## src/rtl/pwf_pkg.sv

```systemverilog
package pwf_pkg;

    typedef enum logic {
        STD_OWNER_BINS = 1'b0,
        STD_GROUP_BINS = 1'b1
    } std_mode_e;

    typedef enum logic {
        SQ_IDLE = 1'b0,
        SQ_HELD = 1'b1
    } seq_state_e;

    typedef struct packed {
        logic accept;
        logic tag_hit;
        logic owner_hit;
        logic group_hit;
    } verdict_t;

    localparam int OPC_ANY_LO  = 16;
    localparam int OPC_GROUPED = 30;
    localparam int OPC_ANY_HI  = 35;

    function automatic logic owner_rule_bcast(input logic stored_valid,
                                              input logic pkt_has,
                                              input logic owner_eq);
        return !stored_valid || (pkt_has && owner_eq);
    endfunction

    function automatic logic owner_rule_p2p(input logic stored_valid,
                                            input logic pkt_has,
                                            input logic owner_eq,
                                            input logic tag_eq);
        return tag_eq && (!(stored_valid && pkt_has) || owner_eq);
    endfunction

endpackage

```

## src/rtl/pwf_id_store.sv

```systemverilog
module pwf_id_store #(
    parameter int              OWN_W   = 16,
    parameter int              GRP_W   = 8,
    parameter int              TAG_W   = 32,
    parameter logic [TAG_W-1:0] TAG_RST = '0
) (
    input  logic             clk,
    input  logic             rst,
    input  logic             owner_wr,
    input  logic [OWN_W-1:0] owner_wdata,
    input  logic             group_wr,
    input  logic [GRP_W-1:0] group_wdata,
    input  logic             tag_wr,
    input  logic [TAG_W-1:0] tag_wdata,
    output logic             owner_set,
    output logic [OWN_W-1:0] owner_q,
    output logic [GRP_W-1:0] group_q,
    output logic [TAG_W-1:0] tag_q
);

    always_ff @(posedge clk) begin
        if (rst) begin
            owner_set <= 1'b0;
            owner_q   <= '0;
        end else if (owner_wr) begin
            owner_set <= 1'b1;
            owner_q   <= owner_wdata;
        end
    end

    always_ff @(posedge clk) begin
        if (rst) begin
            group_q <= '0;
        end else if (group_wr) begin
            group_q <= group_wdata;
        end
    end

    always_ff @(posedge clk) begin
        if (rst) begin
            tag_q <= TAG_RST;
        end else if (tag_wr) begin
            tag_q <= tag_wdata;
        end
    end

    // the owner-present flag has no path back to zero outside reset
    assert_owner_flag_sticky_R9: assert property (
        @(posedge clk) disable iff (rst) owner_set |=> owner_set)
        else $error("owner flag cleared without reset");

    // an owner write is visible from the next cycle
    assert_owner_write_lands_R9: assert property (
        @(posedge clk) disable iff (rst)
        owner_wr |=> (owner_set && owner_q == $past(owner_wdata)))
        else $error("owner write not stored");

endmodule

```

## src/rtl/pwf_rule_eval.sv

```systemverilog
module pwf_rule_eval
    import pwf_pkg::*;
#(
    parameter int OPC_W = 8,
    parameter int OWN_W = 16,
    parameter int GRP_W = 8,
    parameter int TAG_W = 32
) (
    input  std_mode_e        mode,
    input  logic             bcast,
    input  logic [OPC_W-1:0] opcode,
    input  logic             pkt_has_owner,
    input  logic [OWN_W-1:0] pkt_owner,
    input  logic [GRP_W-1:0] pkt_group,
    input  logic [TAG_W-1:0] pkt_tag,
    input  logic             st_owner_set,
    input  logic [OWN_W-1:0] st_owner,
    input  logic [GRP_W-1:0] st_group,
    input  logic [TAG_W-1:0] st_tag,
    output verdict_t         verdict
);

    localparam logic [OPC_W-1:0] OP_LO  = OPC_W'(OPC_ANY_LO);
    localparam logic [OPC_W-1:0] OP_GRP = OPC_W'(OPC_GROUPED);
    localparam logic [OPC_W-1:0] OP_HI  = OPC_W'(OPC_ANY_HI);

    logic tag_eq;
    logic owner_eq;
    logic group_ok;
    logic own_bc_ok;
    logic own_pp_ok;
    logic grp_bc_ok;

    always_comb begin
        tag_eq   = (pkt_tag == st_tag);
        owner_eq = (pkt_owner == st_owner);
        group_ok = (st_group == '0) || (pkt_group == st_group);

        own_bc_ok = owner_rule_bcast(st_owner_set, pkt_has_owner, owner_eq);
        own_pp_ok = owner_rule_p2p(st_owner_set, pkt_has_owner, owner_eq, tag_eq);

        unique case (opcode)
            OP_LO, OP_HI: grp_bc_ok = 1'b1;
            OP_GRP:       grp_bc_ok = group_ok;
            default:      grp_bc_ok = 1'b0;
        endcase

        verdict.tag_hit   = tag_eq;
        verdict.owner_hit = owner_eq;
        verdict.group_hit = group_ok;
        if (mode == STD_OWNER_BINS) begin
            verdict.accept = bcast ? own_bc_ok : own_pp_ok;
        end else begin
            verdict.accept = bcast ? grp_bc_ok : tag_eq;
        end
    end

endmodule

```

## src/rtl/pwf_wake_seq.sv

```systemverilog
module pwf_wake_seq
    import pwf_pkg::*;
(
    input  logic clk,
    input  logic rst,
    input  logic fields_valid,
    input  logic eop,
    input  logic accept_now,
    output logic wake,
    output logic drop
);

    seq_state_e state;
    logic       held_accept;

    always_ff @(posedge clk) begin
        if (rst) begin
            state       <= SQ_IDLE;
            held_accept <= 1'b0;
            wake        <= 1'b0;
            drop        <= 1'b0;
        end else begin
            wake <= 1'b0;
            drop <= 1'b0;
            unique case (state)
                SQ_IDLE: begin
                    if (fields_valid && eop) begin
                        wake <= accept_now;
                        drop <= !accept_now;
                    end else if (fields_valid) begin
                        held_accept <= accept_now;
                        state       <= SQ_HELD;
                    end else if (eop) begin
                        drop <= 1'b1;
                    end
                end
                SQ_HELD: begin
                    if (eop) begin
                        wake  <= held_accept;
                        drop  <= !held_accept;
                        state <= SQ_IDLE;
                    end
                end
                default: state <= SQ_IDLE;
            endcase
        end
    end

    // the two outcomes exclude each other
    assert_outcome_exclusive_R8: assert property (
        @(posedge clk) disable iff (rst) $onehot0({wake, drop}))
        else $error("wake and drop together");

    // a wake only ever follows a sampled end-of-packet
    assert_wake_after_eop_R7: assert property (
        @(posedge clk) disable iff (rst) wake |-> $past(eop))
        else $error("wake without end-of-packet");

    // a drop only ever follows a sampled end-of-packet
    assert_drop_after_eop_R8: assert property (
        @(posedge clk) disable iff (rst) drop |-> $past(eop))
        else $error("drop without end-of-packet");

    // end-of-packet always produces exactly one outcome next cycle
    assert_eop_resolves_R7: assert property (
        @(posedge clk) disable iff (rst) eop |=> (wake || drop))
        else $error("end-of-packet produced no outcome");

endmodule

```

## src/rtl/pkt_wake_filter.sv

```systemverilog
module pkt_wake_filter
    import pwf_pkg::*;
#(
    parameter int               OPC_W   = 8,
    parameter int               OWN_W   = 16,
    parameter int               GRP_W   = 8,
    parameter int               TAG_W   = 32,
    parameter logic [TAG_W-1:0] TAG_RST = '0
) (
    input  logic             clk,
    input  logic             rst,
    input  logic             mode_i,
    input  logic [OPC_W-1:0] opcode_i,
    input  logic             bcast_i,
    input  logic             pkt_has_owner_i,
    input  logic [OWN_W-1:0] pkt_owner_i,
    input  logic [GRP_W-1:0] pkt_group_i,
    input  logic [TAG_W-1:0] pkt_tag_i,
    input  logic             fields_valid_i,
    input  logic             eop_i,
    input  logic             owner_wr_i,
    input  logic [OWN_W-1:0] owner_wdata_i,
    input  logic             group_wr_i,
    input  logic [GRP_W-1:0] group_wdata_i,
    input  logic             tag_wr_i,
    input  logic [TAG_W-1:0] tag_wdata_i,
    output logic             wake_o,
    output logic             drop_o
);

    logic             st_owner_set;
    logic [OWN_W-1:0] st_owner;
    logic [GRP_W-1:0] st_group;
    logic [TAG_W-1:0] st_tag;
    verdict_t         verdict;
    std_mode_e        mode;

    assign mode = std_mode_e'(mode_i);

    pwf_id_store #(
        .OWN_W  (OWN_W),
        .GRP_W  (GRP_W),
        .TAG_W  (TAG_W),
        .TAG_RST(TAG_RST)
    ) u_store (
        .clk        (clk),
        .rst        (rst),
        .owner_wr   (owner_wr_i),
        .owner_wdata(owner_wdata_i),
        .group_wr   (group_wr_i),
        .group_wdata(group_wdata_i),
        .tag_wr     (tag_wr_i),
        .tag_wdata  (tag_wdata_i),
        .owner_set  (st_owner_set),
        .owner_q    (st_owner),
        .group_q    (st_group),
        .tag_q      (st_tag)
    );

    pwf_rule_eval #(
        .OPC_W(OPC_W),
        .OWN_W(OWN_W),
        .GRP_W(GRP_W),
        .TAG_W(TAG_W)
    ) u_eval (
        .mode         (mode),
        .bcast        (bcast_i),
        .opcode       (opcode_i),
        .pkt_has_owner(pkt_has_owner_i),
        .pkt_owner    (pkt_owner_i),
        .pkt_group    (pkt_group_i),
        .pkt_tag      (pkt_tag_i),
        .st_owner_set (st_owner_set),
        .st_owner     (st_owner),
        .st_group     (st_group),
        .st_tag       (st_tag),
        .verdict      (verdict)
    );

    pwf_wake_seq u_seq (
        .clk         (clk),
        .rst         (rst),
        .fields_valid(fields_valid_i),
        .eop         (eop_i),
        .accept_now  (verdict.accept),
        .wake        (wake_o),
        .drop        (drop_o)
    );

    // reserved broadcast opcodes never pass the group-binned rules
    assert_reserved_opcode_rejected_R5: assert property (
        @(posedge clk) disable iff (rst)
        (mode_i && bcast_i && opcode_i != OPC_W'(OPC_ANY_LO) &&
         opcode_i != OPC_W'(OPC_GROUPED) && opcode_i != OPC_W'(OPC_ANY_HI))
        |-> !verdict.accept)
        else $error("reserved broadcast opcode accepted");

    // group-binned point-to-point needs the stored tag
    assert_p2p_needs_tag_R6: assert property (
        @(posedge clk) disable iff (rst)
        (mode_i && !bcast_i && pkt_tag_i != st_tag) |-> !verdict.accept)
        else $error("point-to-point accepted on tag mismatch");

    // owner-bound broadcast without an owner field is refused
    assert_owner_bound_bcast_R2: assert property (
        @(posedge clk) disable iff (rst)
        (!mode_i && bcast_i && st_owner_set && !pkt_has_owner_i) |-> !verdict.accept)
        else $error("owner-bound broadcast accepted without owner");

endmodule

```

## config.mk

```make
export PLATFORM = sky130hd
export DESIGN_NAME = pkt_wake_filter
export DESIGN_NICKNAME = d
export VERILOG_FILES = /design/src/rtl/pwf_pkg.sv /design/src/rtl/pwf_id_store.sv /design/src/rtl/pwf_rule_eval.sv /design/src/rtl/pwf_wake_seq.sv /design/src/rtl/pkt_wake_filter.sv
export SDC_FILE = /design/constraint.sdc
export NUM_CORES = 1
export LEC_CHECK = 0
export CAP_MARGIN = 25
export CORE_MARGIN = 10
export CORE_UTILIZATION = 50
export DETAILED_ROUTE_END_ITERATION = 10
export DONT_BUFFER_PORTS = 1
export HOLD_SLACK_MARGIN = 0.05
export PLACE_DENSITY_LB_ADDON = 0.15
export SYNTH_ARGS = -nofsm -noshare
export SYNTH_HDL_FRONTEND = slang
export SYNTH_SLANG_ARGS = --single-unit
```

## constraint.sdc

```tcl
create_clock -name clk -period 4.6 [get_ports clk]
set_input_delay 0.92 -clock clk [delete_from_list [all_inputs] [get_ports clk]]
set_output_delay 0.92 -clock clk [all_outputs]
set_load 0.05 [all_outputs]
```

== Yosys cells after proc, flatten, opt, wreduce, memory -nomap -nowiden ==
Cells that the tools add are included.
W data, S select, Z words.
Storage, ports and cells
  bits in registers: 61
  bits in latches: 0
  RAM bits: 0
  ROM bits: 0
  input port bits: 130
  output and inout port bits: 2
  memories: 0
Operators by class
  add/subtract/negate cells: 0
  $mul: 0
  divide/modulo/power cells: 0
  magnitude comparators: 0
  equality and inequality tests: 6
  shift operators: 0
  multiplexer cells: 16
  bitwise gates (word level): 2
  reduce and logical (&&, ||, !) cells: 14
Operator list (count)
  $eq A32 B32 Y1: 1
  $eq A16 B16 Y1: 1
  $eq A8 B5 Y1 const B: 2
  $mux W1: 12
  $eq A8 B6 Y1 const B: 1
  $eq A8 B8 Y1: 1
  $logic_not A8 Y1: 1
  $pmux W1 S2: 4
  $logic_and A1 B1 Y1: 4
  $logic_not A1 Y1: 4
  $logic_or A1 B1 Y1: 3
  $reduce_and A3 Y1: 1
  $not A1 Y1: 2
  $reduce_or A2 Y1: 1

== Depth between registers and ports, before layout ==
Gate-level depths: netlist of the first run.
  depth in word-level cells: 9
  gate-level depth with buffers: 6

== Cells and area by module ==
A second synthesis of the first run with hierarchy kept.
Unflattened totals
  cell total of the unflattened synthesis: 296
  area total of the unflattened synthesis: 2959.1 um^2
Modules (own cells, without submodules)
  pwf_id_store: times used 1, cells an instance 184, area each 2057.0 um^2
  pwf_rule_eval: times used 1, cells an instance 97, area each 744.5 um^2
  pwf_wake_seq: times used 1, cells an instance 15, area each 157.7 um^2

== Least setup slack after synthesis of the first run ==
Ideal clock, no wire load.
  kind: input -> register
  from: input port opcode_i[7]
  to: register u_seq.drop
  library setup time: 0.115 ns
  arrival: 1.992 ns
  setup slack: 2.493 ns
  stages: 6
  path buffers: 0
  path through: nor2_2 -> nand4_1 -> or4b_1 -> o21ai_2 -> a32oi_1 -> and3b_1
Between the ends
  longest elaborated chain between the ends: 8
RTL lines
  start: declaration: RTL line pkt_wake_filter.sv:13  | input logic [OPC_W-1:0] opcode_i,
  $eq A8 B5 Y1 or $eq A8 B6 Y1 (tied branches): RTL line pwf_rule_eval.sv:42  | unique case (opcode)
  $reduce_or A2 Y1: RTL line pwf_rule_eval.sv:42
  $pmux W1 S2 *: RTL line pwf_rule_eval.sv:42
  $mux W1 *: RTL line pwf_rule_eval.sv:54  | verdict.accept = bcast ? grp_bc_ok : tag_eq;
  $mux W1 *: RTL line pwf_rule_eval.sv:51  | if (mode == STD_OWNER_BINS) begin
  $logic_not A1 Y1 *: RTL line pwf_wake_seq.sv:29  | drop <= !accept_now;
  $mux W1 *: RTL line pwf_wake_seq.sv:27  | if (fields_valid && eop) begin
  $pmux W1 S2 *: RTL line pwf_wake_seq.sv:25  | unique case (state)
  end signal: assignment: RTL line pwf_wake_seq.sv:29
  end signal: assignment: RTL line pwf_wake_seq.sv:40  | drop <= !held_accept;
  end: declaration: RTL line pwf_wake_seq.sv:10  | output logic drop
Mark *: on every way between the ends. The rest lies on a longest branch, timed or not.
A chain may end at the register's enable or synchronous reset.

== Worst setup path in the final report of the first run ==
  from: register u_seq.drop
  to: output port drop_o
RTL lines
  end: declaration: RTL line pkt_wake_filter.sv:28  | output logic drop_o
No word-level cell between the ends.

==> impl_metrics.sql, run 1 <==
INSERT INTO impl_metrics (metric_group, metric, value, unit) VALUES
('yosys', 'yosysUniqueCellTypes', '26', ''),
('route', 'detail_route.first_pass.iterations', '4', ''),
('critical_path', 'endpoint_kind', 'output port', ''),
('timing', 'setup_total_negative_slack', '0', 'ns'),
('finish', 'layout.cells.most_common_list', 'nor2_1 (62), dfxtp_1 (61), mux2i_1 (56)', ''),
('timing', 'final.period_utilization', '0.410', ''),
('clock_tree', 'clk_pin_slew', '0.06', 'ns'),
('critical_path', 'timing.reg2reg.worst_path_depth', '6', ''),
('yosys', 'seq_area_frac_synth', '0.428', ''),
('placed_design', 'io_buffers', '0', ''),
('finish', 'most_common_cell_after_layout_fill_and_taps_aside', 'nor2_1', ''),
('finish', 'combined_area_of_the_multi_input_logic_cells', '1580', 'sq um'),
('floorplan', 'fp.dieH', '95.6', 'um'),
('timing', 'fmax', '530', 'MHz'),
('route', 'wl_per_cell', '18.5', 'um'),
('grt', 'antenna_violations_before_repair', '0', ''),
('placed_design', 'place.gp.congestion', '0.724', ''),
('route', 'routed-wl-met3', '947', 'um'),
('clock_tree', 'cts_made_buffers', '9', ''),
('finish', 'final_layout_size_suffix_gt1_frac', '0.0717', ''),
('critical_path', 'endpoint', 'drop_o', ''),
('floorplan', 'io-pin-count', '132', ''),
('timing', 'timing_hold_violations_final', '0', ''),
('grt', 'grt_pass1_vias', '2074', ''),
('timing', 'max_transition_margin', '0.660', ''),
('critical_path', 'worstPathArrival', '0.97', 'ns'),
('clock_tree', 'cts_setup_buffers', '0', ''),
('timing', 'final.setup_skew', '0.00499', 'ns'),
('route', 'totalWireLength', '6.74', 'mm'),
('route', 'wl_met1', '2.54', 'mm'),
('power', 'power_density', '384', 'nW/um^2'),
('critical_path', 'category_of_the_critical_setup_timing_path', 'reg -> out', ''),
('finish', 'areaGrowthSynthToFinish', '8.63', '%'),
('yosys', 'postSynthAreaPerCell', '9.81', 'sq um'),
('route', 'met2WireLength', '3.18', 'mm'),
('timing', 'unrepaired_setup_endpoints_after_global_routing', 'false', ''),
('timing', 'finalMaxSlewViolations', '0', ''),
('route', 'detailroute.via_count', '1983', ''),
('yosys', 'synth.ff_latch_count', '61', ''),
('clock_tree', 'clk-insertion-delay-late', '0.33', 'ns'),
('clock_tree', 'ctsHtreeMaxLevel', '3', ''),
('critical_path', 'worstSetupStartpointType', 'flop', ''),
('grt', 'grt-ovfl-total', '0', ''),
('yosys', 'post_synthesis_instance_area', '2860', 'sq um'),
('clock_tree', 'postCtsResizedCells', '0', ''),
('placed_design', 'dp_hpwl', '5.26', 'mm'),
('critical_path', 'rr_startpoint', 'u_store.tag_q[18]', ''),
('grt', 'grt_max_degree', '63', ''),
('timing', 'timing_worst_slew_pin_value', '0.509', 'ns'),
('min_path', 'hold_path.class', 'reg -> reg', ''),
('yosys', 'synth_warnings', '0', ''),
('power', 'post-layout-total-power', '1.19', 'mW'),
('route', 'initialDrtViolationCount', '44', ''),
('route', 'topRoutingLayerUsed', 'met4', ''),
('grt', 'groute.usage.overall', '0.146', ''),
('timing', 'period_minus_slack', '1.89', 'ns'),
('critical_path', 'timing.rr.end', 'u_seq.drop', ''),
('clock_tree', 'cts_hold_buf', '0', ''),
('critical_path', 'worst-r2r-setup-slack', '2.98', 'ns'),
('floorplan', 'die_area', '9130', 'sq um'),
('critical_path', 'cp_num_cells', '0', ''),
('finish', 'final_nets', '418', ''),
('floorplan', 'start_util', '0.515', ''),
('finish', 'regArea', '1220', 'sq um'),
('grt', 'first_pass_grt_wire_length', '10.1', 'mm'),
('clock_tree', 'clock-root-buffer', 'clkbuf_8', ''),
('finish', 'n_fill_cell', '506', ''),
('power', 'max-vdd-ir-drop', '0.000195', 'V'),
('route', 'via_per_inst', '5.43', ''),
('floorplan', 'floorplan.rows', '27', ''),
('run_status', 'run_status', 'complete, no violations', '');
==> area by class of cell <==
cell class	instances	share of cell area
flip-flops and latches	61	0.394
well taps	72	0.0290
multi-input cells	216	0.508
clock inverters	7	0.0290
clock buffers	9	0.0399
==> stage by stage <==
step | worst slack, ns | instance area (sq um) | utilization | cells | hold WS [ns]
finish | 2.71 | 3100 | 0.560 | 365 | 0.481
global route | 2.64 | 3100 | 0.560 | 365 | 0.518
CTS | 2.68 | 3100 | 0.560 | 365 | 0.492
detailed placement | 2.35 | 2890 | 0.521 | 349 | 0.477
global placement | 2.38 | 2890 | 0.521 | 349 | 0.448
floorplan | 2.49 | 2860 | - | 291 | 0.441
==> power breakdown <==
part           switching [mW]  total, mW  internal [mW]  leakage (nW)
logic                  0.0368      0.103         0.0659         0.729
clock network           0.204      0.506          0.302         0.105
registers              0.0239      0.584          0.560         0.504
==> state kept, by name, summed over array words and instances (netlist names) <==
name / count
u_store.tag_q: 32
u_store.owner_q: 16
u_store.group_q: 8
u_seq.drop: 1
u_seq.held_accept: 1
u_seq.state: 1
u_seq.wake: 1
u_store.owner_set: 1
==> cell families after synthesis <==
kind of cell              after synthesis  synth area share
xor gates and xnor gates               56             0.172
AOI/OAI and AO/OA                       8            0.0250
muxes                                  56             0.196
and+or+nand+nor                        96             0.159
buffers and inverters                  14            0.0202
DFF                                    61             0.428
==> worst register-to-register path: cells and delay by family (launching register included) <==
family | cells | cell delay (ns)
XOR/XNOR | 1 | 0.17
AO/OA/AOI/OAI | 2 | 0.40
AND/OR/NAND/NOR | 3 | 0.62
flip-flops | 1 | 0.32
==> per-layer routing <==
metal  vias up  track usage
li1        985            -
met1       909        0.151
met3         7       0.0982
met5         -            0
met4         0       0.0553
met2        82        0.230
==> cell usage after synthesis <==
| library cell | count | area [sq um] |
|---|---|---|
| a41o_1 | 1 | 10.0 |
| nand4_1 | 8 | 50.1 |
| nand2b_1 | 2 | 12.5 |
| nor2b_1 | 2 | 12.5 |
| o21ai_0 | 1 | 5.00 |
| nor2_2 | 1 | 6.26 |
| a22oi_1 | 1 | 7.51 |
| xor2_1 | 31 | 272 |
| nor4_1 | 10 | 62.6 |
| xnor2_1 | 25 | 219 |
| nand2_1 | 2 | 7.51 |
| dfxtp_1 | 61 | 1220 |
| nand3_1 | 2 | 10.0 |
| and3b_1 | 1 | 8.76 |
| buf_2 | 4 | 20.0 |
| a32oi_1 | 1 | 8.76 |
| a31oi_1 | 1 | 6.26 |
| mux2i_1 | 56 | 561 |
| o21ai_2 | 2 | 17.5 |
| or4b_1 | 2 | 20.0 |
| o32ai_2 | 1 | 16.3 |
| nor3b_2 | 1 | 12.5 |
| clkbuf_1 | 10 | 37.5 |
| nor3_1 | 2 | 10.0 |
| nand4b_1 | 1 | 8.76 |
| nor2_1 | 62 | 233 |
==> how the worst min path moves through the flow <==
stage	startpoint	endpoint	slack (ns)	cells past startpoint
final	u_store.owner_set	u_store.owner_set	0.48	2
after detailed placement	u_store.owner_set	u_store.owner_set	0.48	2
after global placement	u_store.owner_set	u_store.owner_set	0.45	2
after global routing	u_store.owner_set	u_store.owner_set	0.52	2
after floorplan	u_store.owner_set	u_store.owner_set	0.44	2
after CTS	u_store.owner_set	u_store.owner_set	0.49	2
(Power assumes the default switching activity.)
==> run 2, diff against run 1 <==
- clock period: 4.6 -> 1.7 ns (I/O delays scaled with it)
==> run 2 against run 1 <==
  * Clock skew increased by 0.00081 ns
  * First-iteration DRC count grew 14%
  * Highest routed layer unchanged
  * Register-to-register slack got worse by 2.8 ns
  * Clock-buffer cell count is 3 higher
  * Die area did not move
  * Combinational power increased to 2.8 times the previous value
==> impl_metrics.sql, run 2 (same netlist as run 1, synthesis figures left out) <==
INSERT INTO impl_metrics (metric_group, metric, value, unit) VALUES
('run_status', 'run_status', 'complete, no violations', ''),
('critical_path', 'timing.rr.end', 'u_seq.drop', ''),
('timing', 'finalSetupViolCount', '0', ''),
('grt', 'groute.usage.overall', '0.145', ''),
('timing', 'max_transition_margin', '0.655', ''),
('clock_tree', 'cts_made_buffers', '9', ''),
('clock_tree', 'clk-insertion-delay-late', '0.31', 'ns'),
('critical_path', 'endpoint_kind', 'flop', ''),
('floorplan', 'start_util', '0.515', ''),
('finish', 'layout.cells.most_common_list', 'nor2_1 (62), dfxtp_1 (61), mux2i_1 (56)', ''),
('grt', 'grt-ovfl-total', '0', ''),
('route', 'detail_route.first_pass.iterations', '4', ''),
('timing', 'timing_hold_violations_final', '0', ''),
('critical_path', 'worstPathArrival', '1.77', 'ns'),
('finish', 'insertedDiodeCount', '0', ''),
('route', 'initialDrtViolationCount', '50', ''),
('power', 'leakage', '1.35', 'nW'),
('clock_tree', 'cts_hold_buf', '0', ''),
('power', 'power_report.internal_total', '2.60', 'mW'),
('critical_path', 'cp-startpoint', 'u_store.group_q[7]', ''),
('timing', 'fmax', '642', 'MHz'),
('power', 'power_density', '1050', 'nW/um^2'),
('critical_path', 'worstSetupStartpointType', 'flop', ''),
('finish', 'most_common_cell_after_layout_fill_and_taps_aside', 'nor2_1', ''),
('critical_path', 'critical_path_required', '1.91', 'ns'),
('clock_tree', 'postCtsResizedCells', '0', ''),
('finish', 'final_layout_size_suffix_gt1_frac', '0.0819', ''),
('timing', 'finalMaxSlewViolations', '0', ''),
('route', 'via_per_inst', '5.42', ''),
('min_path', 'worst_min_path_start', 'rst', ''),
('finish', 'largest_register_ffs', '32', ''),
('finish', 'regArea', '1220', 'sq um'),
('min_path', 'hold_path.class', 'in -> reg', ''),
('route', 'detailroute.via_count', '1979', ''),
('min_path', 'hold_path_depth', '1', ''),
('grt', 'grt_pass1_vias', '2105', ''),
('power', 'clock_power_frac', '0.432', ''),
('finish', 'largest_registers', 'u_store.tag_q: 32 flops, u_store.owner_q: 16 flops, u_store.group_q: 8 flops', ''),
('floorplan', 'fp.dieW', '95.6', 'um'),
('critical_path', 'path_delay_family', 'compound AO/OA/AOI/OAI gates', ''),
('clock_tree', 'cts_setup_buffers', '0', ''),
('route', 'totalWireLength', '6.84', 'mm'),
('timing', 'final.setup_skew', '0.00579', 'ns'),
('critical_path', 'timing.critical_path.buf_inv', '0', ''),
('power', 'max-vdd-ir-drop', '0.000636', 'V'),
('finish', 'areaGrowthSynthToFinish', '9.90', '%'),
('critical_path', 'category_of_the_critical_setup_timing_path', 'reg -> reg', ''),
('power', 'combPwrFrac', '0.088', ''),
('critical_path', 'timing.reg2reg.worst_path_depth', '6', ''),
('critical_path', 'worst-r2r-setup-slack', '0.14', 'ns'),
('timing', 'period_minus_slack', '1.56', 'ns'),
('finish', 'n_fill_cell', '535', ''),
('floorplan', 'floorplan.rows', '27', ''),
('finish', 'regMostFlops', 'u_store.tag_q', ''),
('power', 'power.share.switching', '0.211', ''),
('timing', 'unrepaired_setup_endpoints_after_global_routing', 'false', ''),
('route', 'drc', '0', ''),
('power', 'seq_power_share', '0.480', ''),
('floorplan', 'die_area', '9130', 'sq um'),
('critical_path', 'worst_path_largest_cell_delay', '0.34', 'ns'),
('route', 'antenna_violating_nets_post_route', '0', ''),
('clock_tree', 'ctsHtreeMaxLevel', '3', ''),
('flow_run', 'maxCapViolations', '0', ''),
('clock_tree', 'tritoncts', 'done', ''),
('placed_design', 'placedInstanceArea', '2890', 'sq um'),
('placed_design', 'io_buffers', '0', ''),
('grt', 'antenna_violations_before_repair', '0', ''),
('placed_design', 'dp_hpwl', '5.37', 'mm'),
('power', 'switching_power', '0.694', 'mW'),
('critical_path', 'cp_max_fo', '3', ''),
('finish', 'combined_area_of_the_multi_input_logic_cells', '1600', 'sq um'),
('floorplan', 'fp.dieH', '95.6', 'um'),
('clock_tree', 'clk_pin_slew', '0.07', 'ns'),
('critical_path', 'crit_path_top_delay_cell', 'dfxtp_1', ''),
('grt', 'first_pass_grt_wire_length', '10.2', 'mm'),
('finish', 'final_nets', '418', ''),
('clock_tree', 'clock-root-buffer', 'clkbuf_8', ''),
('finish', 'post-route-cell-area', '3140', 'sq um'),
('clock_tree', 'tritoncts_num_sinks', '61', ''),
('placed_design', 'place.gp.congestion', '0.752', ''),
('critical_path', 'cp_cell_sequence', 'xor2_1 > nor4_2 > a22oi_1 > o21ai_2 > a32oi_1 > and3b_1', ''),
('grt', 'grt_max_degree', '63', ''),
('route', 'wl_per_cell', '18.7', 'um'),
('floorplan', 'core_region_area', '5540', 'sq um'),
('timing', 'final.period_utilization', '0.916', ''),
('clock_tree', 'cts-root-to-sink-buffers', '2', ''),
('min_path', 'whs_endpoint', 'u_store.tag_q[23]', ''),
('timing', 'setup_total_negative_slack', '0', 'ns'),
('timing', 'timing_worst_slew_pin_value', '0.517', 'ns'),
('floorplan', 'io-pin-count', '132', ''),
('critical_path', 'rr_startpoint', 'u_store.group_q[7]', '');
==> run 2: changes by cell type in the layout (fill, tap and decap cells not counted) <==
cell        before  now
clkbuf_1         0    1
clkbuf_8         9   11
clkinvlp_4       2    0
nor4_1          10    6
nor4_2           0    4
clkinv_2         3    2
==> run 2: how the worst max path moves through the flow <==
stage                  to  slack, ns  depth (start not counted)
2_1_floorplan  u_seq.drop       0.17                          6
3_3_place_gp   u_seq.drop       0.09                          6
3_5_place_dp   u_seq.drop       0.04                          6
4_1_cts        u_seq.drop       0.05                          6
5_1_grt        u_seq.drop      0.003                          6
6_report       u_seq.drop       0.14                          6
==> run 2: routing by layer <==
| layer | global-route usage | wire [um] |
|---|---|---|
| met1 | 0.151 | 2530 |
| met3 | 0.0888 | 923 |
| met4 | 0.0516 | 64 |
| met5 | 0 | 0 |
| met2 | 0.235 | 3310 |
==> run 2: metrics by stage <==
stage          cells  total power [mW]  hold WS (ns)  setup slack [ns]  utilization
2_1_floorplan    291              1.90         0.419             0.173            -
3_3_place_gp     349              1.89         0.419            0.0866        0.521
3_5_place_dp     349              1.90         0.421            0.0356        0.521
4_1_cts          365              3.34        0.0721            0.0491        0.562
5_1_grt          365              3.45        0.0757           0.00318        0.566
6_report         365              3.29        0.0952             0.142        0.566
==> run 2: layout make-up <==
cell class              count  share of cell area
clock buffers              12              0.0494
clock inverters             4              0.0223
multi-input cells         216               0.510
well taps                  72              0.0287
flip-flops and latches     61               0.389
==> run 2: power by group through the flow <==
stage	sequential [mW]	clock [mW]	combinational (mW)
after global routing	1.59	1.53	0.331
after floorplan	1.60	0	0.300
after global placement	1.61	0	0.277
final	1.58	1.42	0.290
after detailed placement	1.61	0	0.285
after CTS	1.58	1.47	0.287
==> run 3, diff against run 2 <==
- CORE_MARGIN: 10 -> 2
==> run 3 against run 2 <==
  * First-iteration DRC count is 28% lower
  * Global-route usage is 2.4 points higher
  * Via count is 3.0% lower
  * Critical path depth stayed put
  * Highest routed layer unchanged
  * Sequential power hardly changed
  * Design area is 0.64% lower
  * Clock-buffer cell count stayed put
==> impl_metrics.sql, run 3 (same netlist as run 1, synthesis figures left out) <==
INSERT INTO impl_metrics (metric_group, metric, value, unit) VALUES
('grt', 'groute.usage.overall', '0.169', ''),
('floorplan', 'die_area', '6330', 'sq um'),
('critical_path', 'worstSetupStartpointType', 'flop', ''),
('placed_design', 'dp_hpwl', '4.11', 'mm'),
('min_path', 'worst_min_path_start', 'rst', ''),
('flow_run', 'maxCapViolations', '0', ''),
('clock_tree', 'ctsHtreeMaxLevel', '3', ''),
('timing', 'final.setup_skew', '0.0118', 'ns'),
('grt', 'grt_max_degree', '63', ''),
('finish', 'final_layout_size_suffix_gt1_frac', '0.106', ''),
('critical_path', 'rr_startpoint', 'u_store.group_q[7]', ''),
('critical_path', 'cp_max_fo', '3', ''),
('route', 'totalWireLength', '5.53', 'mm'),
('finish', 'layout.core_utilization', '0.566', ''),
('clock_tree', 'clk-insertion-delay-late', '0.32', 'ns'),
('timing', 'timing_hold_violations_final', '0', ''),
('floorplan', 'core_region_area', '5510', 'sq um'),
('placed_design', 'placedCellCount', '349', ''),
('route', 'wl_per_cell', '15.2', 'um'),
('clock_tree', 'cts_made_buffers', '9', ''),
('min_path', 'hold_path.class', 'in -> reg', ''),
('finish', 'most_common_cell_after_layout_fill_and_taps_aside', 'nor2_1', ''),
('critical_path', 'endpoint_kind', 'flop', ''),
('finish', 'largest_register_ffs', '32', ''),
('finish', 'areaGrowthSynthToFinish', '9.20', '%'),
('power', 'power_density', '960', 'nW/um^2'),
('clock_tree', 'cts_hold_buf', '0', ''),
('timing', 'fmax', '624', 'MHz'),
('floorplan', 'start_util', '0.519', ''),
('power', 'max-vdd-ir-drop', '0.000543', 'V'),
('clock_tree', 'clk_pin_slew', '0.07', 'ns'),
('finish', 'post-route-cell-area', '3120', 'sq um'),
('timing', 'final.period_utilization', '0.942', ''),
('critical_path', 'critical_path_required', '1.91', 'ns'),
('placed_design', 'dp_slack', '-0.00266', 'ns'),
('timing', 'setup_ws', '0.0982', 'ns'),
('grt', 'first_pass_grt_wire_length', '8.14', 'mm'),
('timing', 'unrepaired_setup_endpoints_after_global_routing', 'true', ''),
('power', 'leakage', '1.34', 'nW'),
('clock_tree', 'tritoncts', 'done', ''),
('critical_path', 'category_of_the_critical_setup_timing_path', 'reg -> reg', ''),
('route', 'via_per_inst', '5.26', ''),
('timing', 'finalSetupViolCount', '0', ''),
('run_status', 'run_status', 'complete, no violations', ''),
('route', 'drc', '0', ''),
('route', 'initialDrtViolationCount', '36', ''),
('critical_path', 'worstPathArrival', '1.82', 'ns'),
('placed_design', 'io_buffers', '0', ''),
('finish', 'post_layout_nonfiller_instances', '365', ''),
('floorplan', 'floorplan.rows', '27', ''),
('grt', 'grt-ovfl-total', '0', ''),
('timing', 'finalMaxSlewViolations', '0', ''),
('grt', 'antenna_violations_before_repair', '0', ''),
('grt', 'grt_pass1_vias', '1833', ''),
('floorplan', 'fp.dieW', '79.6', 'um'),
('route', 'detailroute.via_count', '1919', ''),
('timing', 'worst_hold_slack', '0.0857', 'ns'),
('route', 'antenna_violating_nets_post_route', '0', ''),
('critical_path', 'worst-r2r-setup-slack', '0.1', 'ns'),
('timing', 'max_transition_margin', '0.666', ''),
('clock_tree', 'clock-root-buffer', 'clkbuf_8', ''),
('timing', 'setup_total_negative_slack', '0', 'ns'),
('floorplan', 'io-pin-count', '132', ''),
('floorplan', 'fp.dieH', '79.6', 'um'),
('clock_tree', 'cts_setup_buffers', '0', ''),
('clock_tree', 'tritoncts_num_sinks', '61', ''),
('finish', 'insertedDiodeCount', '0', ''),
('route', 'detail_route.first_pass.iterations', '4', ''),
('placed_design', 'place.gp.congestion', '0.707', ''),
('finish', 'layout.cells.most_common_list', 'nor2_1 (62), dfxtp_1 (57), mux2i_1 (56)', ''),
('finish', 'regMostFlops', 'u_store.tag_q', ''),
('timing', 'timing_worst_slew_pin_value', '0.500', 'ns'),
('critical_path', 'cp-startpoint', 'u_store.group_q[7]', ''),
('placed_design', 'placedInstanceArea', '2890', 'sq um'),
('finish', 'final_nets', '418', ''),
('finish', 'largest_registers', 'u_store.tag_q: 32 flops, u_store.owner_q: 16 flops, u_store.group_q: 8 flops', ''),
('timing', 'period_minus_slack', '1.60', 'ns'),
('power', 'post-layout-total-power', '2.99', 'mW'),
('clock_tree', 'cts-root-to-sink-buffers', '2', '');
## run 3: cell types whose count changed in the layout (fill, tap and decap cells not counted), sizes merged
cell      before  now
bufinv         2    0
clkinv         2    3
clkinvlp       0    1
## run 3: timing repair
action	in CTS	in global routing
setup endpoints to repair	1	3
endpoints found under the hold margin	0	0
gates resized for setup	1	10
pin swaps	0	8
## run 3: where the power goes
part           switching [mW]  internal (mW)
registers              0.0647           1.52
clock network           0.519          0.601
logic                   0.108          0.185
total                   0.691           2.30
## run 3: worst paths after layout
check | to | cells after the start
hold / removal | u_store.tag_q[11] | 1
setup reg to reg | u_seq.drop | 6
hold reg to reg | u_store.owner_set | 2
setup / recovery | u_seq.drop | 6
## run 3: layout make-up
class | count | area [sq um]
fill | 503 | 2390
multi-input combinational | 216 | 1620
sequential | 61 | 1230
clock buffer | 12 | 155
tap | 72 | 90.1
clock inverter | 4 | 22.5
## run 3: critical path, cell delays in order (launching register included)
cell and delay, ns:
dfxtp_1 0.33, xor2_1 0.16, nor4_1 0.31, a22oi_1 0.18, o21ai_2 0.20, a32oi_2 0.14
and3b_1 0.18
## run 3: per-layer routing
metal  share of wire  GRT usage  vias up
met5               0          0        -
met4           0.022      0.100        0
met3            0.10     0.0566       12
met2            0.46      0.262       83
met1            0.42      0.203      844
li1                -          -      980
